==> config.mk <==
export PLATFORM = sky130hd
export DESIGN_NAME = boot_cmd_seq
export DESIGN_NICKNAME = d
export VERILOG_FILES = /design/src/rtl/boot_seq_pkg.sv /design/src/rtl/boot_win_decode.sv /design/src/rtl/boot_addr_regs.sv /design/src/rtl/boot_sector_calc.sv /design/src/rtl/boot_cmd_seq.sv
export SDC_FILE = /design/constraint.sdc
export NUM_CORES = 1
export LEC_CHECK = 0
export BUFFER_PORTS_ARGS = -buffer_cell sky130_fd_sc_hd__buf_2
export CAP_MARGIN = 5
export CORE_MARGIN = 2
export CORE_UTILIZATION = 50
export DETAILED_ROUTE_END_ITERATION = 12
export PLACE_DENSITY_LB_ADDON = 0.05
export SYNTH_ARGS = -nofsm -noshare
export SYNTH_HDL_FRONTEND = slang
export SYNTH_HIERARCHICAL = 1
export SYNTH_SLANG_ARGS = --single-unit
==> constraint.sdc <==
create_clock -name clk_i -period 3.5 [get_ports clk_i]
set_input_delay 0.7 -clock clk_i [delete_from_list [all_inputs] [get_ports clk_i]]
set_output_delay 0.7 -clock clk_i [all_outputs]
set_load 0.02 [all_outputs]
==> src/rtl/boot_seq_pkg.sv <==
package boot_seq_pkg;
  localparam logic [15:0] CODE_RESET = 16'h00F0;
  localparam logic [15:0] CODE_ARM   = 16'h00E0;
  localparam logic [15:0] CODE_IDENT = 16'h0090;
  localparam logic [15:0] CODE_LOAD  = 16'h0000;

  typedef enum logic [2:0] {
    BC_NONE, BC_RESET, BC_ARM, BC_IDENT, BC_LOAD, BC_OTHER
  } boot_cmd_e;
endpackage

==> src/rtl/boot_win_decode.sv <==
module boot_win_decode #(
  parameter int unsigned ADDR_W  = 16,
  parameter int unsigned DATA_W  = 16,
  parameter logic [15:0] W0_LO   = 16'h0000,
  parameter logic [15:0] W0_HI   = 16'h01FF,
  parameter logic [15:0] W1_LO   = 16'h8000,
  parameter logic [15:0] W1_HI   = 16'h800F,
  parameter logic [15:0] BLK_REG = 16'hF100,
  parameter logic [15:0] PG_REG  = 16'hF107
) (
  input  logic                    wr_en_i,
  input  logic [ADDR_W-1:0]       wr_addr_i,
  input  logic [DATA_W-1:0]       wr_data_i,
  output logic                    win_hit_o,
  output logic                    blk_hit_o,
  output logic                    pg_hit_o,
  output boot_seq_pkg::boot_cmd_e cmd_o
);
  import boot_seq_pkg::*;

  logic in_w0, in_w1;

  // a zero lower bound needs no compare
  generate
    if (W0_LO == 16'h0000) begin : g_w0_base
      assign in_w0 = (wr_addr_i <= ADDR_W'(W0_HI));
    end else begin : g_w0_range
      assign in_w0 = (wr_addr_i >= ADDR_W'(W0_LO)) && (wr_addr_i <= ADDR_W'(W0_HI));
    end
    if (W1_LO == 16'h0000) begin : g_w1_base
      assign in_w1 = (wr_addr_i <= ADDR_W'(W1_HI));
    end else begin : g_w1_range
      assign in_w1 = (wr_addr_i >= ADDR_W'(W1_LO)) && (wr_addr_i <= ADDR_W'(W1_HI));
    end
  endgenerate

  assign win_hit_o = wr_en_i && (in_w0 || in_w1);
  assign blk_hit_o = wr_en_i && (wr_addr_i == ADDR_W'(BLK_REG));
  assign pg_hit_o  = wr_en_i && (wr_addr_i == ADDR_W'(PG_REG));

  always_comb begin
    cmd_o = BC_NONE;
    if (win_hit_o) begin
      if      (wr_data_i == DATA_W'(CODE_RESET)) cmd_o = BC_RESET;
      else if (wr_data_i == DATA_W'(CODE_ARM))   cmd_o = BC_ARM;
      else if (wr_data_i == DATA_W'(CODE_IDENT)) cmd_o = BC_IDENT;
      else if (wr_data_i == DATA_W'(CODE_LOAD))  cmd_o = BC_LOAD;
      else                                       cmd_o = BC_OTHER;
    end
  end
endmodule

==> src/rtl/boot_addr_regs.sv <==
module boot_addr_regs #(
  parameter int unsigned DATA_W = 16,
  parameter int unsigned PG_W   = 8,
  parameter int unsigned STEP   = 4
) (
  input  logic              clk_i,
  input  logic              rst_ni,
  input  logic              blk_we_i,
  input  logic              pg_we_i,
  input  logic [DATA_W-1:0] wdata_i,
  input  logic              clr_i,
  input  logic              step_i,
  output logic [DATA_W-1:0] blk_o,
  output logic [DATA_W-1:0] page_o
);
  logic [PG_W-1:0] pg_next;
  assign pg_next = page_o[PG_W-1:0] + PG_W'(STEP);

  always_ff @(posedge clk_i or negedge rst_ni) begin
    if (!rst_ni) begin
      blk_o  <= '0;
      page_o <= '0;
    end else if (clr_i) begin
      blk_o  <= '0;
      page_o <= '0;
    end else begin
      if (blk_we_i) blk_o <= wdata_i;
      if (step_i)        page_o <= DATA_W'(pg_next);
      else if (pg_we_i)  page_o <= wdata_i;
    end
  end
endmodule

==> src/rtl/boot_sector_calc.sv <==
module boot_sector_calc #(
  parameter int unsigned DATA_W       = 16,
  parameter int unsigned BLK_BITS     = 12,
  parameter int unsigned PG_SHIFT     = 2,
  parameter logic [11:0] DENSITY_MASK = 12'h000,
  localparam int unsigned SEC_W       = BLK_BITS + 6 + PG_SHIFT
) (
  input  logic [DATA_W-1:0] blk_i,
  input  logic [DATA_W-1:0] page_i,
  output logic [SEC_W-1:0]  sector_o
);
  logic [BLK_BITS-1:0] blk_eff;
  logic [BLK_BITS+5:0] pg_base;

  assign blk_eff  = blk_i[BLK_BITS-1:0] |
                    (blk_i[DATA_W-1] ? BLK_BITS'(DENSITY_MASK) : '0);
  assign pg_base  = {blk_eff, page_i[7:2]};
  assign sector_o = (SEC_W'(pg_base) << PG_SHIFT) + SEC_W'(page_i[1:0]);
endmodule

==> src/rtl/boot_cmd_seq.sv <==
module boot_cmd_seq #(
  parameter int unsigned ADDR_W       = 16,
  parameter int unsigned DATA_W       = 16,
  parameter bit          PAGE_2K      = 1'b1,
  parameter logic [11:0] DENSITY_MASK = 12'h000,
  localparam int unsigned PgShift     = PAGE_2K ? 2 : 1,
  localparam int unsigned SecW        = 12 + 6 + PgShift
) (
  input  logic              clk_i,
  input  logic              rst_ni,
  input  logic              wr_en_i,
  input  logic [ADDR_W-1:0] wr_addr_i,
  input  logic [DATA_W-1:0] wr_data_i,
  input  logic [DATA_W-1:0] man_id_i,
  input  logic [DATA_W-1:0] dev_id_i,
  input  logic [DATA_W-1:0] wp_stat_i,
  output logic              soft_rst_o,
  output logic              id_wr_o,
  output logic [DATA_W-1:0] id_word0_o,
  output logic [DATA_W-1:0] id_word1_o,
  output logic [DATA_W-1:0] id_word2_o,
  output logic              load_req_o,
  output logic [SecW-1:0]   load_sector_o,
  output logic [DATA_W-1:0] cur_blk_o,
  output logic [DATA_W-1:0] cur_page_o,
  output logic              armed_o,
  output logic              unknown_cmd_o
);
  import boot_seq_pkg::*;

  logic      win_hit_w, blk_hit_w, pg_hit_w;
  boot_cmd_e cmd_w;
  logic      do_load, do_reset;
  logic [SecW-1:0] sector_w;

  boot_win_decode #(.ADDR_W(ADDR_W), .DATA_W(DATA_W)) u_dec (
    .wr_en_i   (wr_en_i),
    .wr_addr_i (wr_addr_i),
    .wr_data_i (wr_data_i),
    .win_hit_o (win_hit_w),
    .blk_hit_o (blk_hit_w),
    .pg_hit_o  (pg_hit_w),
    .cmd_o     (cmd_w)
  );

  // armed state consumes the window write whatever its code
  assign do_load  = armed_o && (cmd_w == BC_LOAD);
  assign do_reset = !armed_o && (cmd_w == BC_RESET);

  boot_addr_regs #(.DATA_W(DATA_W), .PG_W(8), .STEP(4)) u_regs (
    .clk_i    (clk_i),
    .rst_ni   (rst_ni),
    .blk_we_i (blk_hit_w),
    .pg_we_i  (pg_hit_w),
    .wdata_i  (wr_data_i),
    .clr_i    (do_reset),
    .step_i   (do_load),
    .blk_o    (cur_blk_o),
    .page_o   (cur_page_o)
  );

  boot_sector_calc #(
    .DATA_W(DATA_W), .BLK_BITS(12), .PG_SHIFT(PgShift), .DENSITY_MASK(DENSITY_MASK)
  ) u_sec (
    .blk_i    (cur_blk_o),
    .page_i   (cur_page_o),
    .sector_o (sector_w)
  );

  always_ff @(posedge clk_i or negedge rst_ni) begin
    if (!rst_ni) begin
      armed_o       <= 1'b0;
      unknown_cmd_o <= 1'b0;
      soft_rst_o    <= 1'b0;
      id_wr_o       <= 1'b0;
      load_req_o    <= 1'b0;
      load_sector_o <= '0;
      id_word0_o    <= '0;
      id_word1_o    <= '0;
      id_word2_o    <= '0;
    end else begin
      soft_rst_o <= 1'b0;
      id_wr_o    <= 1'b0;
      load_req_o <= 1'b0;
      if (win_hit_w) begin
        if (armed_o) begin
          armed_o <= 1'b0;
          if (do_load) begin
            load_req_o    <= 1'b1;
            load_sector_o <= sector_w;
          end
        end else begin
          unique case (cmd_w)
            BC_RESET: begin
              soft_rst_o    <= 1'b1;
              unknown_cmd_o <= 1'b0;
            end
            BC_ARM:   armed_o <= 1'b1;
            BC_IDENT: begin
              id_wr_o    <= 1'b1;
              id_word0_o <= DATA_W'(man_id_i[7:0]);
              id_word1_o <= DATA_W'(dev_id_i[7:0]);
              id_word2_o <= DATA_W'(wp_stat_i[7:0]);
            end
            default:  unknown_cmd_o <= 1'b1;
          endcase
        end
      end
    end
  end
endmodule

==> run summary, run 1 <==
status: finished, final reports clean
Worst EP arrival: 3130 ps
total grt overflow: 0
Final TNS setup: 0 ps
final instance area: 0.004654 mm^2
leading cell types in the layout, fill and taps excluded: buf_2, dfrtp_1, mux2_2
Leak: 2.598 nW
RSZ-0062 raised after global routing: no
Max clock buf depth: 2
Hold Path Class: reg2reg
Final Core Density: 63.83%
CP Launch Type: input pin
critical path class: in2reg
Initial Util: 52.14%
Initial DRC Count: 73
top-area cell type share of the netlist area: 53.31%
Max-cap violations: 0
Synth Cell Area: 0.003802 mm^2
Nets: 513
Worst-Margin Slew: 977.1 ps
first drt pass iteration count: 4
register area share after synthesis: 53.31%
Total Wirelength: 7.753 mm
FF+latch count, synth: 81
Inserted Diodes: 0
Post-DRT Antenna Nets: 0
max incr delay on CP: 540 ps
final period utilization: 83.03%
port buffer count: 139
area occupied by multi-input gates: 0.001456 mm^2
worst clock skew: 9.009 ps
die area: 0.008318 mm^2
asr flop ratio synth: 100.0%
met1 GRT Util: 26.30%
Avg Inst Size Synth: 12.55 um^2
Hold Fails Final Rpt: 0
CP Data Required Time: 3730 ps
worst path cell trace: buf_2 > or4b_1 > or4_4 > and4bb_1 > nand3b_1 > nor3b_4 > buf_12 > mux2_2
overall power: 1.922 mW
vias in the first global route: 2503
All-Layer GR Usage: 19.08%
Post-synth EDFFs: 0
post-CTS sizing: 0
CTS Hold Buffers Added: 0
Post-CTS Setup Bufs: 0
Max Clk Rate: 344.1 MHz
met3 track demand over resource: 4.896%
initial antenna violation count: 0
Ys Warns: 6
core region area: 0.007292 mm^2
pins over their slew limit: 0
Crit Path Max Fanout: 25
P per Cell Area: 412.9 mW/mm^2
GRT Max-Usage Layer: met2
synthesized instance count: 303
CTS tree: built
DR vias: 2637
Num CTS Buffers: 9
FILL cells: 620
Via density: 4.957
register area: 0.002027 mm^2
largest net degree at the start of global routing: 82
Root Driver: clkbuf_8
Reg clk slew, reported paths: 80 ps
# DRC: 0
prevailing post-synth register cell: dfrtp_1
clk sinks: 81
Final GP Congestion: 0.7404
first-pass GRT wire length: 12.59 mm
DIE HEIGHT: 91.21 um
grt met2 use: 29.69%
DR WL/cell: 14.57 um
# rows: 31
synth unique cells: 44
fraction of layout cells with a size suffix above 1: 50.81%
endpoints failing setup: 0
die width: 91.21 um
I/O Pins: 188
Hold Worst Slack: 487.7 ps
most common cell after layout, fill and taps aside: buf_2
Detailed Place HPWL: 5.647 mm
Worst-Skew Late Latency: 340 ps
crit path time final: 2906 ps
Synth area leaders: dfrtp_1, mux2_2, buf_4, mux2i_1, nor2_1
Max-slew headroom: 34.86%
slowest CP cell: or4b_1
Synth area leader: dfrtp_1
H-tree depth: 3
synthesis-to-finish area growth: 22.41%
maximum vdd drop: 0.2315 mV
DP Area: 0.004413 mm^2
CP Capture Type: flop
[synth_stat cells (2+ instances only)]
library cell   n
a211oi_1      10
a31oi_1        2
buf_2          2
buf_4         49
buf_6          2
clkbuf_1       4
dfrtp_1       81
inv_1          2
mux2_2        45
mux2i_1       27
nand2_1        5
nand2b_1       2
nand3_1        3
nor2_1        30
nor2b_1        3
o21ai_0        2
or3_1          2
or4_1          4
or4_4          2
xor2_1         2
[final timing paths]
check	from	endpoint	slack, ps	cells after the start
worst min register to register	id_word1_o[2]	id_word1_o[2]	490	1
min in group asynchronous	rst_ni	id_word0_o[5]	520	1
max in group asynchronous	rst_ni	u_regs/page_o[7]	2370	1
worst min-delay path	id_word1_o[2]	id_word1_o[2]	490	1
worst max register to register	armed_o	id_word1_o[0]	1880	4
worst max-delay path	wr_addr_i[9]	id_word1_o[0]	590	8
[sequential cells by signal, summed over array words and instances, names as in the netlist]
register / cells
id_word2_o: 8
armed_o: 1
u_regs/page_o: 16
id_word0_o: 8
id_word1_o: 8
unknown_cmd_o: 1
load_req_o: 1
load_sector_o: 20
id_wr_o: 1
soft_rst_o: 1
u_regs/blk_o: 16
[area by class of cell]
class | instances | area share (%)
clock inverter | 5 | 2.231
sequential | 81 | 43.55
inverter | 2 | 0.1613
clock buffer | 10 | 2.957
tap | 99 | 2.661
multi-input combinational | 186 | 31.29
timing repair buffer | 149 | 17.15
[metrics by stage]
| stage | worst slack [ps] | std cells |
|---|---|---|
| 3_5_place_dp | 212.8 | 517 |
| 3_3_place_gp | 272.0 | 517 |
| 2_1_floorplan | 304.7 | 326 |
| 5_1_grt | 501.9 | 532 |
| 4_1_cts | 590.9 | 532 |
| 6_report | 593.8 | 532 |
[power by group]
part	internal, mW	switching [mW]
clock	0.490	0.328
combinational	0.0512	0.0916
sequential	0.945	0.0161
total	1.49	0.436
[layer usage]
layer	up-vias	wire (um)
met5	-	0
met4	0	69
met3	8	587
met2	119	3706
met1	1271	3390
li1	1239	-
[cells by family after synthesis]
kind of cell / Yosys count / share of synthesized area, %
multiplexers: 73 / 20.73
AO/OA/AOI/OAI: 18 / 3.323
XOR/XNOR: 3 / 0.6911
adder cells (fa/ha/maj): 1 / 0.3290
other: 1 / 0.09862
AND/OR/NAND/NOR: 67 / 10.40
flip-flops: 81 / 53.31
buffers and inverters: 59 / 11.12
[critical path, delay by kind of cell]
kind                   cells  cell delay (ps)
buffers and inverters      2              310
AND/OR/NAND/NOR            5             1770
multiplexers               1              350
Power figures use the tool's default switching activity.
==> run 2: changes to the inputs <==
--- a/config.mk
+++ b/config.mk
@@ -8,7 +8,7 @@
 export BUFFER_PORTS_ARGS = -buffer_cell sky130_fd_sc_hd__buf_2
 export CAP_MARGIN = 5
 export CORE_MARGIN = 2
-export CORE_UTILIZATION = 50
+export CORE_UTILIZATION = 42
 export DETAILED_ROUTE_END_ITERATION = 12
 export PLACE_DENSITY_LB_ADDON = 0.05
 export SYNTH_ARGS = -nofsm -noshare
==> constraint.sdc (replaced) <==
create_clock -name clk_i -period 2.4 [get_ports clk_i]
set_input_delay 0.48 -clock clk_i [delete_from_list [all_inputs] [get_ports clk_i]]
set_output_delay 0.48 -clock clk_i [all_outputs]
set_load 0.02 [all_outputs]
==> run summary, run 2 (synthesis results as in run 1) <==
status: finished, violations left
failing checks: setup timing
Sw Share: 27.86% (+5.2 points)
Logic pwr share: 9.6% (+2.2 points)
leading cell types in the layout, fill and taps excluded: buf_2, dfrtp_1, buf_4
worst clock skew: 10.31 ps (+1.302 ps)
Hold Path Class: in2async
# DRC: 0 (unchanged)
CTS tree: built
All-Layer GR Usage: 18.09% (-0.99 points)
clk sinks: 81 (unchanged)
FILL cells: 736 (+19%)
Routed met3 length: 637 um (+8.5%)
CP Launch Type: input pin
Final GP Congestion: 0.7818 (+5.6%)
Post-DRT Antenna Nets: 0 (unchanged)
Reg clk slew, reported paths: 100 ps (+20 ps)
Top reg by flops: load_sector_o
DR vias: 2805 (+6.4%)
critical path class: in2reg
RSZ-0062 raised after global routing: yes
fraction of layout cells with a size suffix above 1: 58.37% (+7.6 points)
first-pass GRT wire length: 13.96 mm (+11%)
CP Data Required Time: 2640 ps (-1090 ps)
I/O Pins: 188 (unchanged)
overall power: 2.608 mW (+36%)
Via density: 4.787 (-3.4%)
sequential share of power: 53.8% (+3.8 points)
met2 wire length: 4.200 mm (+13%)
die width: 99.15 um (+8.7%)
Max clock buf depth: 2 (unchanged)
Largest register FFs: 20 (unchanged)
top flop regs: load_sector_o (20), u_regs/blk_o (16), u_regs/page_o (16)
Detailed Place HPWL: 6.235 mm (+10%)
Initial Util: 43.39% (-8.8 points)
Switch Pwr: 726.4 uW (+67%)
crit path time final: 2754 ps
worst slack, placed: -627.3 ps (-840.0 ps)
maximum vdd drop: 0.2923 mV (+26%)
P per Cell Area: 495.5 mW/mm^2 (+20%)
final worst setup slack: -353.9 ps (-947.8 ps)
Crit Path Max Fanout: 13 (-48%)
total grt overflow: 0 (unchanged)
Inserted Diodes: 0 (unchanged)
CP Capture Type: flop
Hold Fails Final Rpt: 0 (unchanged)
register area: 0.002027 mm^2 (unchanged)
Post-Place Cells: 553 (+7.0%)
core region area: 0.008763 mm^2 (+20%)
Worst EP arrival: 2990 ps (-140 ps)
P_int: 1.881 mW (+27%)
most common cell after layout, fill and taps aside: buf_2
pins over their slew limit: 0 (unchanged)
area occupied by multi-input gates: 0.001654 mm^2 (+14%)
non-filler cells, final: 586 (+10%)
# rows: 34 (+9.7%)
Root Driver: clkbuf_8
Initial DRC Count: 108 (+48%)
DP Area: 0.004648 mm^2 (+5.3%)
endpoints failing setup: 77 (+77)
Met1 Routed Length: 4.232 mm (+25%)
port buffer count: 139 (unchanged)
largest net degree at the start of global routing: 39 (-52%)
synthesis-to-finish area growth: 38.40%
DIE HEIGHT: 99.15 um (+8.7%)
Final TNS setup: -16320 ps (-16320 ps)
vias in the first global route: 2755 (+10%)
die area: 0.009831 mm^2 (+18%)
H-tree depth: 3 (unchanged)
Worst-Skew Late Latency: 360 ps (+20 ps)
final instance area: 0.005263 mm^2 (+13%)
Max Clk Rate: 363.1 MHz
initial antenna violation count: 0 (unchanged)
final period utilization: 114.7%
Clock Power Share: 36.5% (-6.0 points)
top sig layer: met4
first drt pass iteration count: 4 (unchanged)
Max-cap violations: 0 (unchanged)
Total Wirelength: 9.168 mm (+18%)
DR WL/cell: 15.65 um (+7.4%)
Leak: 2.931 nW (+13%)
Nets: 557 (+8.6%)
Num CTS Buffers: 9 (unchanged)
-- run 2: changes by cell type in the layout (fill, tap and decap cells not counted), moves of 2 or more --
cell       previous run  this run
a211oi_1             10         2
mux2_2               45        16
inv_6                 0         4
a211oi_4              0         2
bufinv_16             3         0
buf_6                 0         9
buf_8                 0         2
a211oi_2              0         6
mux2_4                0        29
buf_12                2         5
buf_4                 9        38
-- run 2: repair_timing --
action                                  CTS  global route
pin swaps                                17             2
hold buffers                              0             0
endpoints found under the setup margin   73            77
setup buffers                             7             6
cloned                                    2             2
resized for setup                        49            13
-- run 2: final cells by class --
| class | instances | share of cell area (%) |
|---|---|---|
| clock buffers | 9 | 2.354 |
| repair buffers | 193 | 23.85 |
| multi-input cells | 186 | 31.43 |
| clock inverters | 7 | 1.141 |
| well taps | 108 | 2.568 |
| inverters | 2 | 0.1427 |
| flip-flops and latches | 81 | 38.52 |
-- run 2: power groups by stage --
stage	clock network, mW	logic (mW)	registers, mW
after global placement	0	0.232	1.43
after CTS	0.996	0.249	1.40
after floorplan	0	0.124	1.44
after global routing	1.05	0.276	1.41
after detailed placement	0	0.234	1.43
final	0.953	0.251	1.40
-- run 2: metrics by stage --
step | hold slack [ps] | util, %
5_1_grt | 89.95 | 60.05
3_5_place_dp | 475.3 | 53.04
2_1_floorplan | 184.4 | -
4_1_cts | 75.19 | 58.57
3_3_place_gp | 462.8 | 53.04
6_report | 71.62 | 60.05
-- run 2: layer usage --
| layer | vias up | GRT usage, % |
|---|---|---|
| li1 | 1327 | - |
| met1 | 1349 | 25.10 |
| met2 | 119 | 28.12 |
| met3 | 10 | 4.779 |
| met4 | 0 | 5.374 |
| met5 | - | 0 |
-- run 2: critical path, stage by stage --
cell	delay [ps]
buf_6	90
or4b_4	520
or4_4	470
and4bb_2	370
nand3b_1	180
nor3b_4	240
buf_6	150
buf_12	150
mux2_2	340
-- run 2: final timing paths --
| kind | startpoint | endpoint | slack, ps | depth (start not counted) |
|---|---|---|---|---|
| worst max-delay path | wr_addr_i[9] | id_word2_o[0] | -350 | 9 |
| worst min register to register | id_word1_o[2] | id_word1_o[2] | 490 | 1 |
| min in group clk_i | dev_id_i[2] | id_word1_o[2] | 340 | 2 |
| worst max register to register | armed_o | id_word2_o[0] | 640 | 5 |
| worst min-delay path | rst_ni | id_word0_o[6] | 70 | 1 |
| max in group asynchronous | rst_ni | u_regs/page_o[2] | 1630 | 2 |
==> run 3: changes to the inputs <==
--- a/config.mk
+++ b/config.mk
@@ -7,8 +7,8 @@
 export LEC_CHECK = 0
 export BUFFER_PORTS_ARGS = -buffer_cell sky130_fd_sc_hd__buf_2
 export CAP_MARGIN = 5
-export CORE_MARGIN = 2
-export CORE_UTILIZATION = 42
+export CORE_MARGIN = 4
+export CORE_UTILIZATION = 27
 export DETAILED_ROUTE_END_ITERATION = 12
 export PLACE_DENSITY_LB_ADDON = 0.05
 export SYNTH_ARGS = -nofsm -noshare
==> run summary, run 3 (synthesis results as in run 1) <==
status: finished, violations left
failing checks: setup timing
area occupied by multi-input gates: 0.001599 mm^2 (-3.3%)
Detailed Place HPWL: 7.473 mm (+20%)
Hold Fails Final Rpt: 0 (unchanged)
Total Wirelength: 10.04 mm (+9.5%)
Max clock buf depth: 2 (unchanged)
leading cell types in the layout, fill and taps excluded: buf_2, dfrtp_1, mux2_2
Final GP Congestion: 0.7545 (-3.5%)
Logic pwr share: 8.8% (-0.8 points)
synthesis-to-finish area growth: 41.40%
P per Cell Area: 554.0 mW/mm^2 (+12%)
Top reg by flops: load_sector_o
die area: 0.01605 mm^2 (+63%)
critical path class: in2reg
instance count on the critical path: 8 (-1)
vias in the first global route: 2831 (+2.8%)
FILL cells: 1397 (+90%)
max incr delay on CP: 520 ps (about the same)
port buffer count: 139 (unchanged)
DIE HEIGHT: 126.7 um (+28%)
Initial DRC Count: 52 (-52%)
initial antenna violation count: 0 (unchanged)
Worst-Margin Slew: 504.3 ps
Sw Share: 23.83% (-4.0 points)
DR WL/cell: 15.28 um (-2.3%)
Max Clk Rate: 379.3 MHz (+4.5%)
H-tree depth: 3 (unchanged)
Max-cap violations: 0 (unchanged)
Reg clk slew, reported paths: 60 ps (-40 ps)
final instance area: 0.005376 mm^2 (+2.2%)
Worst-Skew Late Latency: 330 ps (-30 ps)
Hold Path Class: in2async
register area: 0.002027 mm^2 (unchanged)
Worst EP arrival: 2850 ps (-140 ps)
CTS tree: built
P_int: 2.269 mW (+21%)
first drt pass iteration count: 3 (-1)
cells on worst reg2reg path: 4 (-1)
DR vias: 2795 (-0.36%)
largest net degree at the start of global routing: 38 (-2.6%)
Crit Path Max Fanout: 25 (+12)
Num CTS Buffers: 9 (unchanged)
final worst setup slack: -236.2 ps (+117.7 ps)
Nets: 557 (unchanged)
All-Layer GR Usage: 12.70% (-5.4 points)
clk sinks: 81 (unchanged)
Final TNS setup: -11540 ps (+4784 ps)
final period utilization: 109.8% (-4.9 points)
Post-Place Cells: 630 (+14%)
worst slack, placed: -609.3 ps (+17.92 ps)
fraction of layout cells with a size suffix above 1: 60.59% (+2.2 points)
maximum vdd drop: 0.2253 mV (-23%)
top cell family by delay on the critical path: simple AND/OR/NAND/NOR gates
I/O Pins: 188 (unchanged)
total grt overflow: 0 (unchanged)
endpoints failing setup: 72 (-6.5%)
crit path time final: 2636 ps (-117.7 ps)
CP Data Required Time: 2620 ps (-20 ps)
die width: 126.7 um (+28%)
top flop regs: load_sector_o (20), u_regs/blk_o (16), u_regs/page_o (16)
Hold Worst Slack: 114.8 ps (+43.17 ps)
Root Driver: clkbuf_16
Switch Pwr: 709.7 uW (-2.3%)
Post-DRT Antenna Nets: 0 (unchanged)
slowest CP cell: or4b_4
CP Capture Type: flop
Via density: 4.254 (-11%)
# rows: 43 (+26%)
RSZ-0062 raised after global routing: yes
Largest register FFs: 20 (unchanged)
pins over their slew limit: 0 (unchanged)
Initial Util: 27.50% (-16 points)
first-pass GRT wire length: 15.86 mm (+14%)
worst path cell trace: buf_6 > or4b_4 > or4_4 > and4bb_1 > nand3b_1 > nor3b_4 > buf_12 > mux2_2
CP bufs+invs: 2 (-1)
CP Launch Type: input pin
Clock Power Share: 44.0% (+7.5 points)
Final Core Density: 38.88% (-21 points)
Inserted Diodes: 0 (unchanged)
# DRC: 0 (unchanged)
overall power: 2.978 mW (+14%)
non-filler cells, final: 657 (+12%)
Leak: 2.880 nW (-1.7%)
most common cell after layout, fill and taps aside: buf_2
Max-slew headroom: 66.38%
worst clock skew: 3.683 ps (-6.628 ps)
core region area: 0.01383 mm^2 (+58%)
sequential share of power: 47.2% (-6.6 points)
CTS Hold Buffers Added: 0 (unchanged)
DP Area: 0.004826 mm^2 (+3.8%)
[run 3: layout make-up]
class,instances,area share (%)
well taps,180,4.189
multi-input cells,186,29.74
clock buffers,13,5.027
inverters,2,0.1396
flip-flops and latches,81,37.70
repair buffers,193,22.97
clock inverters,2,0.2327
[run 3: final timing paths]
kind                                from               end  slack [ps]
setup / recovery            wr_addr_i[9]     id_word0_o[6]        -240
min in group clk_i           dev_id_i[2]     id_word1_o[2]         370
max in group asynchronous         rst_ni  load_sector_o[3]        1590
setup reg to reg                 armed_o     id_word0_o[6]         760
hold / removal                    rst_ni     id_word1_o[0]         110
hold reg to reg            id_word1_o[2]     id_word1_o[2]         490
[run 3: worst register-to-register path, delay by kind of cell (launching register included)]
kind | cells | cell delay, ps
buffers and inverters | 1 | 210
DFF | 1 | 450
muxes | 1 | 360
and+or+nand+nor | 2 | 500
[run 3: repair_timing]
action / 4_1_cts / 5_1_grt
gates cloned: 1 / 0
endpoints found under the setup margin: 73 / 72
resized for setup: 27 / 15
pin swaps: 6 / 16
buffers inserted: 8 / 5
[run 3: metal layers]
layer  track usage (%)  vias up  wire (um)
met1             16.62     1350       4441
met2             19.61      108       4617
li1                  -     1326          -
met4             4.921        0        140
met5                 0        -          0
met3             4.042       11        841
[run 3: power groups by stage]
stage	clock (mW)	sequential (mW)	combinational, mW
after CTS	1.36	1.41	0.261
after floorplan	0	1.44	0.124
after global routing	1.43	1.41	0.290
final	1.31	1.41	0.262
after global placement	0	1.43	0.247
after detailed placement	0	1.43	0.246
